--- config.mk ---
export PLATFORM = sky130hd
export DESIGN_NAME = pci_tenure_timer
export DESIGN_NICKNAME = d
export VERILOG_FILES = /design/src/rtl/tenure_pkg.sv /design/src/rtl/tenure_cfg_reg.sv /design/src/rtl/tenure_counter.sv /design/src/rtl/tenure_term.sv /design/src/rtl/pci_tenure_timer.sv
export SDC_FILE = /design/constraint.sdc
export NUM_CORES = 1
export LEC_CHECK = 0
export BUFFER_PORTS_ARGS = -buffer_cell sky130_fd_sc_hd__clkbuf_2
export CORE_UTILIZATION = 49
export CTS_BUF_LIST = sky130_fd_sc_hd__clkbuf_16
export DETAILED_ROUTE_END_ITERATION = 8
export PLACE_DENSITY = 0.76
export SLEW_MARGIN = 20
export SYNTH_ARGS = -nofsm -noshare
export SYNTH_HDL_FRONTEND = slang
export SYNTH_SLANG_ARGS = --single-unit
export TNS_END_PERCENT = 20
--- constraint.sdc ---
create_clock -name clk -period 2.29 [get_ports clk]
set_clock_uncertainty 0.1 [all_clocks]
set_input_delay 0.458 -clock clk [delete_from_list [all_inputs] [get_ports clk]]
set_output_delay 0.458 -clock clk [all_outputs]
set_load 0.1 [all_outputs]
--- src/rtl/tenure_pkg.sv ---
// Package: shared widths for the bus-master tenure timer.
// Assumes the register is split into a tenure field above a reserved low part.
package tenure_pkg;
    localparam int REG_W   = 8;                 // configuration register width
    localparam int FIELD_W = 5;                 // tenure field width
    localparam int STEP_LG = REG_W - FIELD_W;   // log2 of clocks per step
    localparam int CNT_W   = FIELD_W + STEP_LG; // counter width

    typedef logic [FIELD_W-1:0] field_t;
    typedef logic [CNT_W-1:0]   count_t;
endpackage

--- src/rtl/tenure_cfg_reg.sv ---
// Module: tenure configuration register.
// Stores the tenure field from the upper bits of a write.
// The low reserved bits read back as zero.
// Assumes writes are single-cycle strobes in the PCI clock domain.
module tenure_cfg_reg
    import tenure_pkg::*;
(
    input  logic             clk,
    input  logic             rst_n,
    input  logic             wr_en,
    input  logic [REG_W-1:0] wdata,
    output logic [REG_W-1:0] rdata,
    output field_t           field
);
    // Purpose: capture the tenure field on a write.
    always_ff @(posedge clk) begin
        if (!rst_n)
            field <= '0;
        else if (wr_en)
            field <= wdata[REG_W-1:STEP_LG];
    end

    // Purpose: form read data with the reserved bits as zero.
    always_comb begin
        rdata = {field, {STEP_LG{1'b0}}};
    end

    p_write_r1: assert property (@(posedge clk) disable iff (!rst_n)
        wr_en |=> field == $past(wdata[REG_W-1:STEP_LG]));
endmodule

--- src/rtl/tenure_counter.sv ---
// Module: tenure down-counter.
// Loads field*8 at the start of a granted cycle.
// Decrements from the FRAME# edge onward and holds at zero.
// Assumes cycle_start has priority over xact_end, and xact_end over frame_start.
module tenure_counter
    import tenure_pkg::*;
(
    input  logic   clk,
    input  logic   rst_n,
    input  field_t field,
    input  logic   cycle_start,
    input  logic   frame_start,
    input  logic   xact_end,
    output logic   expired
);
    count_t cnt;
    logic   active;
    logic   counting;

    // Purpose: a clock counts if FRAME# is asserted now or counting is already under way.
    always_comb begin
        counting = frame_start | active;
    end

    // Purpose: load, start, decrement and stop the tenure count.
    always_ff @(posedge clk) begin
        if (!rst_n) begin
            cnt    <= '0;
            active <= 1'b0;
        end else if (cycle_start) begin
            cnt    <= {field, {STEP_LG{1'b0}}};
            active <= 1'b0;
        end else if (xact_end) begin
            active <= 1'b0;
        end else begin
            if (frame_start)
                active <= 1'b1;
            if (counting && cnt != '0)
                cnt <= cnt - 1'b1;
        end
    end

    // Purpose: flag expiry once counting has begun and the count is spent.
    always_comb begin
        expired = active && (cnt == '0);
    end

    p_load_r3: assert property (@(posedge clk) disable iff (!rst_n)
        cycle_start |=> cnt == {$past(field), {STEP_LG{1'b0}}});
    p_hold_zero_r3: assert property (@(posedge clk) disable iff (!rst_n)
        (expired && !cycle_start) |=> cnt == '0);
    p_no_count_idle_r3: assert property (@(posedge clk) disable iff (!rst_n)
        (!active && !frame_start && !cycle_start) |=> $stable(cnt));
endmodule

--- src/rtl/tenure_term.sv ---
// Module: burst-terminate request generator.
// Raises a registered one-clock request when the timer has expired
// and the grant is gone, at most once per transaction.
module tenure_term (
    input  logic clk,
    input  logic rst_n,
    input  logic expired,
    input  logic gnt,
    input  logic cycle_start,
    input  logic xact_end,
    output logic term_req
);
    logic fired;

    // Purpose: issue the single terminate pulse and remember that it was sent.
    always_ff @(posedge clk) begin
        if (!rst_n) begin
            term_req <= 1'b0;
            fired    <= 1'b0;
        end else if (cycle_start || xact_end) begin
            term_req <= 1'b0;
            fired    <= 1'b0;
        end else if (expired && !gnt && !fired) begin
            term_req <= 1'b1;
            fired    <= 1'b1;
        end else begin
            term_req <= 1'b0;
        end
    end

    p_single_pulse_r8: assert property (@(posedge clk) disable iff (!rst_n)
        term_req |=> !term_req);
    p_needs_no_grant_r5: assert property (@(posedge clk) disable iff (!rst_n)
        term_req |-> !$past(gnt));
    p_after_expiry_r4: assert property (@(posedge clk) disable iff (!rst_n)
        term_req |-> $past(expired));
endmodule

--- src/rtl/pci_tenure_timer.sv ---
// Module: PCI bus-master tenure timer (top).
// Joins the configuration register, the down-counter and the terminate generator.
// Assumes the control pulses come from the master state machine in the same clock domain.
module pci_tenure_timer
    import tenure_pkg::*;
(
    input  logic             clk,
    input  logic             rst_n,
    input  logic             cfg_wr_en,
    input  logic [REG_W-1:0] cfg_wdata,
    output logic [REG_W-1:0] cfg_rdata,
    input  logic             gnt,
    input  logic             cycle_start,
    input  logic             frame_start,
    input  logic             xact_end,
    output logic             term_req
);
    field_t field;
    logic   expired;

    tenure_cfg_reg u_cfg (
        .clk   (clk),
        .rst_n (rst_n),
        .wr_en (cfg_wr_en),
        .wdata (cfg_wdata),
        .rdata (cfg_rdata),
        .field (field)
    );

    tenure_counter u_cnt (
        .clk         (clk),
        .rst_n       (rst_n),
        .field       (field),
        .cycle_start (cycle_start),
        .frame_start (frame_start),
        .xact_end    (xact_end),
        .expired     (expired)
    );

    tenure_term u_term (
        .clk         (clk),
        .rst_n       (rst_n),
        .expired     (expired),
        .gnt         (gnt),
        .cycle_start (cycle_start),
        .xact_end    (xact_end),
        .term_req    (term_req)
    );

    p_clear_r9: assert property (@(posedge clk) disable iff (!rst_n)
        xact_end |=> !term_req);
endmodule

Word level (Yosys, flattened, before mapping)
Index checks and enable logic that the tools add are counted.
{"block": "word_totals", "regBits": 16, "inputBits": 15, "out_inout_bits": 9, "elab_cells": 30}
{"block": "op_classes", "add_sub_neg": 1, "n_eq_ne": 1, "mux": 4, "bitwise": 3, "n_reduce_logical": 15}
{"operator": "8-bit 2-to-1 mux", "count": 3}
{"operator": "8-bit logical NOT", "count": 1}
{"operator": "8-bit nonzero test", "count": 1}
{"operator": "8-bit by 1-bit subtractor with 8-bit output, second input constant", "count": 1}
{"operator": "1-bit logical AND", "count": 4}
{"operator": "2-bit AND reduction", "count": 2}
{"operator": "2-bit OR reduction", "count": 2}
{"operator": "3-bit OR reduction", "count": 1}
{"operator": "1-bit logical NOT", "count": 2}
{"operator": "2-bit != test, second input constant", "count": 1}
{"operator": "1-bit NOT", "count": 2}
{"operator": "2-bit nonzero test", "count": 1}
{"operator": "1-bit logical OR", "count": 1}
{"operator": "1-bit 2-to-1 mux", "count": 1}
{"operator": "1-bit OR", "count": 1}

Longest topological paths before layout
{"block": "logic_depth", "depth_word": 5, "mapped_depth": 7, "ltp_nobuf": 6}

Cells and area by module
A second synthesis with hierarchy kept.
{"block": "hier_totals", "cells_unflattened": 91, "area_unflattened_um2": 842.1}
{"module": "tenure_counter", "instances": 1, "cells_per_inst": 60, "area_each_um2": 508.0}
{"module": "tenure_cfg_reg", "instances": 1, "cells_per_inst": 25, "area_each_um2": 256.5}
{"module": "tenure_term", "instances": 1, "cells_per_inst": 6, "area_each_um2": 77.6}

Worst setup path after synthesis
OpenSTA, ideal clock, no wires.
{"block": "synth_timing", "path_type": "reg-to-reg", "startpoint": "reg u_cnt.cnt[0]", "endpoint": "reg u_cnt.cnt[5]", "t_arrival_ns": 1.548, "path_slack_ns": 0.520, "stages_incl_launch_ff": 8, "path_buffers": 1, "cell_sequence": "dfxtp_1 inv_1 ha_1 nor3b_1 a21oi_2 buf_6 and4_4 o311a_1"}
{"block": "synth_between", "elab_chain_len": 4}
{"item": "start: declaration", "line": "tenure_counter.sv:16", "source": "count_t cnt;"}
{"item": "start signal: assignment", "line": "tenure_counter.sv:31", "source": "cnt <= {field, {STEP_LG{1'b0}}};"}
{"item": "start signal: assignment", "line": "tenure_counter.sv:39", "source": "cnt <= cnt - 1'b1;"}
{"item": "8-bit by 1-bit subtractor with 8-bit output / 8-bit nonzero test (equally long branches)", "line": "tenure_counter.sv:39, tenure_counter.sv:38"}
{"item": "8-bit 2-to-1 mux / 1-bit logical AND (equally long branches)", "line": "tenure_counter.sv:38", "source": "if (counting && cnt != '0)"}
{"item": "8-bit 2-to-1 mux / 2-bit nonzero test (equally long branches)"}
{"item": "8-bit 2-to-1 mux / 2-bit AND reduction (equally long branches)"}
Several ways; a longest one is shown, not always the timed one. The select of a mux whose other input is x is not followed.
A chain may end at the register's enable or synchronous reset.

Final worst setup path
{"block": "layout_timing", "startpoint": "reg u_cnt.cnt[0]", "endpoint": "reg u_cnt.cnt[4]"}
The elaborated chain is that of the path after synthesis.

==> impl_metrics.tcl <==
set metrics [dict create \
    cp_max_fo 11 \
    p_int_w 0.000571 \
    grt_overflow 0 \
    final_nets 120 \
    die_h_um 43.0 \
    via_per_inst 5.53 \
    final.setup.tns_ns 0 \
    wl_per_cell_um 13.0 \
    hold_violations 0 \
    setup_viol 0 \
    clock_sinks 16 \
    yosys-top-cells-count "dfxtp_1 (16), inv_1 (8), mux2i_1 (6), nor2_1 (6), nor2b_1 (5)" \
    ys.flop_type "dfxtp_1" \
    cts_hold_buf 0 \
    critical_path_class "flop to flop" \
    fin_crit_sh 0.899 \
    cap_violations 0 \
    slew_headroom 0.641 \
    vias 647 \
    grtUsageTotal 0.198 \
    final-max-slew-violation-count 0 \
    switchingPower_w 0.000225 \
    post-route-min-period_ns 2.06 \
    num_io_pins 24 \
    gr-usage-met3 0.0766 \
    synthesis.area_um2 825 \
    post_synth_fa_ha_maj_area_fraction 0.0303 \
    rrSetupSlack_ns 0.23 \
    worstSetupStartpoint "u_cnt.cnt[0]" \
    route.detailed.drc 0 \
    r2r-end "u_cnt.cnt[4]" \
    crit_path_end_kind "flop" \
    syn_to_final_growth_pct 16.8 \
    dpl_cell_area_um2 888 \
    n_antenna_cell 0 \
    cts_buffers 3 \
    power.share.sequential 0.385 \
    drive_gt1_frac 0.277 \
    synth.most_common_cell "dfxtp_1" \
    timing.fmax_mhz 486 \
    hold_start "u_term.fired" \
    synthTopCellsByArea "dfxtp_1 (39%), mux2i_1 (7.3%), nor2b_1 (3.8%)" \
    root_buffer "clkbuf_16" \
    core_mm2 0.00154 \
    synthMuxAreaShare 0.0728 \
    antenna_found_initial 0 \
    wirelength_um 1520 \
    p_leak_nw 0.424 \
    ys_types 31 \
    r2r_cells 6 \
    p_total_w 0.000796 \
    synth_edf_count 0 \
    synth_compound_area_frac 0.129 \
    p_per_area_mw_per_mm2 826 \
    required_ns 2.32 \
    yosys_warnings 0 \
    crit_arrival_ns 2.09 \
    worst_pin_slew_ns 0.541 \
    synth-simple-area-share 0.258 \
    synthArstFlopShare 0 \
    drtPass1Iterations 4 \
    grt_util_met1 0.206 \
    post_cts_buffers 0 \
    dp_hpwl_um 1070 \
    status "finished clean" \
    ant_nets 0 \
    gp_congestion 0.795 \
    synth_top_area_frac 0.388 \
    die_width_um 43.0 \
    power_frac_comb 0.195 \
    endpoint "u_cnt.cnt[4]" \
    first_iter_violations 5 \
    hp-class "flop to flop" \
    busiest_layer "met2" \
    cts_tree "done" \
    grt_max_degree 13 \
    power.share.clock 0.419 \
    reg2reg_from "u_cnt.cnt[0]" \
    rsz0062_at_grt "false" \
    clk_pin_slew_ns 0.05 \
    synth_top_family_by_area "simple AND/OR/NAND/NOR gates" \
    grt_pass1_vias 660 \
    grt_first_pass_wirelength_um 2660 \
    synth_area_leader_cell "dfxtp_1" \
    synth_xor_area_frac 0.0212 \
    clkLatencyLatePin_ns 0.25 \
    synth.ff_latch_count 16 \
    numPortBuffers 17 \
    cts_max_level 1 \
    fin_util 0.625 \
    die_area_mm2 0.00185 \
    cp-start-kind "flop" \
    switching_share 0.283 \
    avgSynthCellArea_um2 9.48 \
    post_cts_resized 0 \
    start_util 0.535 \
    met2_usage 0.342 \
    netlist_instances 87 \
    rows 14 \
    ys_seq_area_frac 0.388 \
    design_area_um2 963 \
    ir_worst_vdd_mv 0.679 \
    clockBufferDepth 2 \
]
[state kept, by name (all words and copies together), names as in the netlist]
register         cells
u_cnt.active         1
u_term.term_req      1
u_term.fired         1
u_cfg.field          5
u_cnt.cnt            8
[worst min path at each step]
stage	end	slack, ns	depth (start not counted)
4_1_cts	u_term.fired	0.32	2
3_5_place_dp	u_term.term_req	0.32	1
2_1_floorplan	u_term.term_req	0.30	1
3_3_place_gp	u_term.term_req	0.31	1
5_1_grt	u_term.fired	0.33	2
6_report	u_term.term_req	0.33	1
[metal layers]
layer  routed length, um  part of all wire
met5                   0                 0
met1                 687              0.45
met4                  28             0.018
met2                 713              0.47
met3                  92             0.060
[final cells by class]
class	instances	area [um2]
Fill cell	137	578
Multi-Input combinational cell	57	433
Sequential cell	16	320
Timing Repair Buffer	17	85.1
Clock buffer	3	75.1
Inverter	8	30.0
Tap cell	16	20.0
[placed cells by master, fill, tap and decap left out, types with 3 or more instances in the layout]
cell type  instances
o311a_1            3
a211oi_1           3
conb_1             3
clkbuf_2          17
nand2b_1           4
nor2_1             6
nor2b_1            5
a31oi_1            3
clkbuf_16          3
dfxtp_1           16
nor3_1             3
mux2i_1            6
inv_1              8
[power by group through the flow]
| stage | logic, W | registers [W] | clock network (W) |
|---|---|---|---|
| after floorplan | 0.0000983 | 0.000347 | 0 |
| after global placement | 0.000150 | 0.000311 | 0 |
| after detailed placement | 0.000154 | 0.000312 | 0 |
| after CTS | 0.000155 | 0.000306 | 0.000337 |
| after global routing | 0.000167 | 0.000308 | 0.000356 |
| final | 0.000155 | 0.000306 | 0.000334 |
[worst max-delay path, stage by stage, from the launching register on]
cell	delay, ns
dfxtp_1	0.33
inv_1	0.09
ha_1	0.18
nor3b_1	0.38
a21oi_2	0.24
and4_2	0.30
o311a_1	0.31
[logic make-up (layout without fill, tap and decap cells)]
kind of cell,count (synthesis),in the layout
other,1,3
and+or+nand+nor,30,30
AOI/OAI and AO/OA,14,14
xor gates and xnor gates,2,2
buffers and inverters,16,28
adders and majority gates,2,2
DFF,16,16
muxes,6,6
[through the flow]
stage | setup WS [ns] | instances | hold WS [ns]
2_1_floorplan | 0.520 | 89 | 0.299
3_3_place_gp | 0.356 | 114 | 0.307
3_5_place_dp | 0.293 | 114 | 0.323
4_1_cts | 0.267 | 117 | 0.324
5_1_grt | 0.164 | 117 | 0.334
6_report | 0.232 | 117 | 0.326
Power figures use the tool's default switching activity.
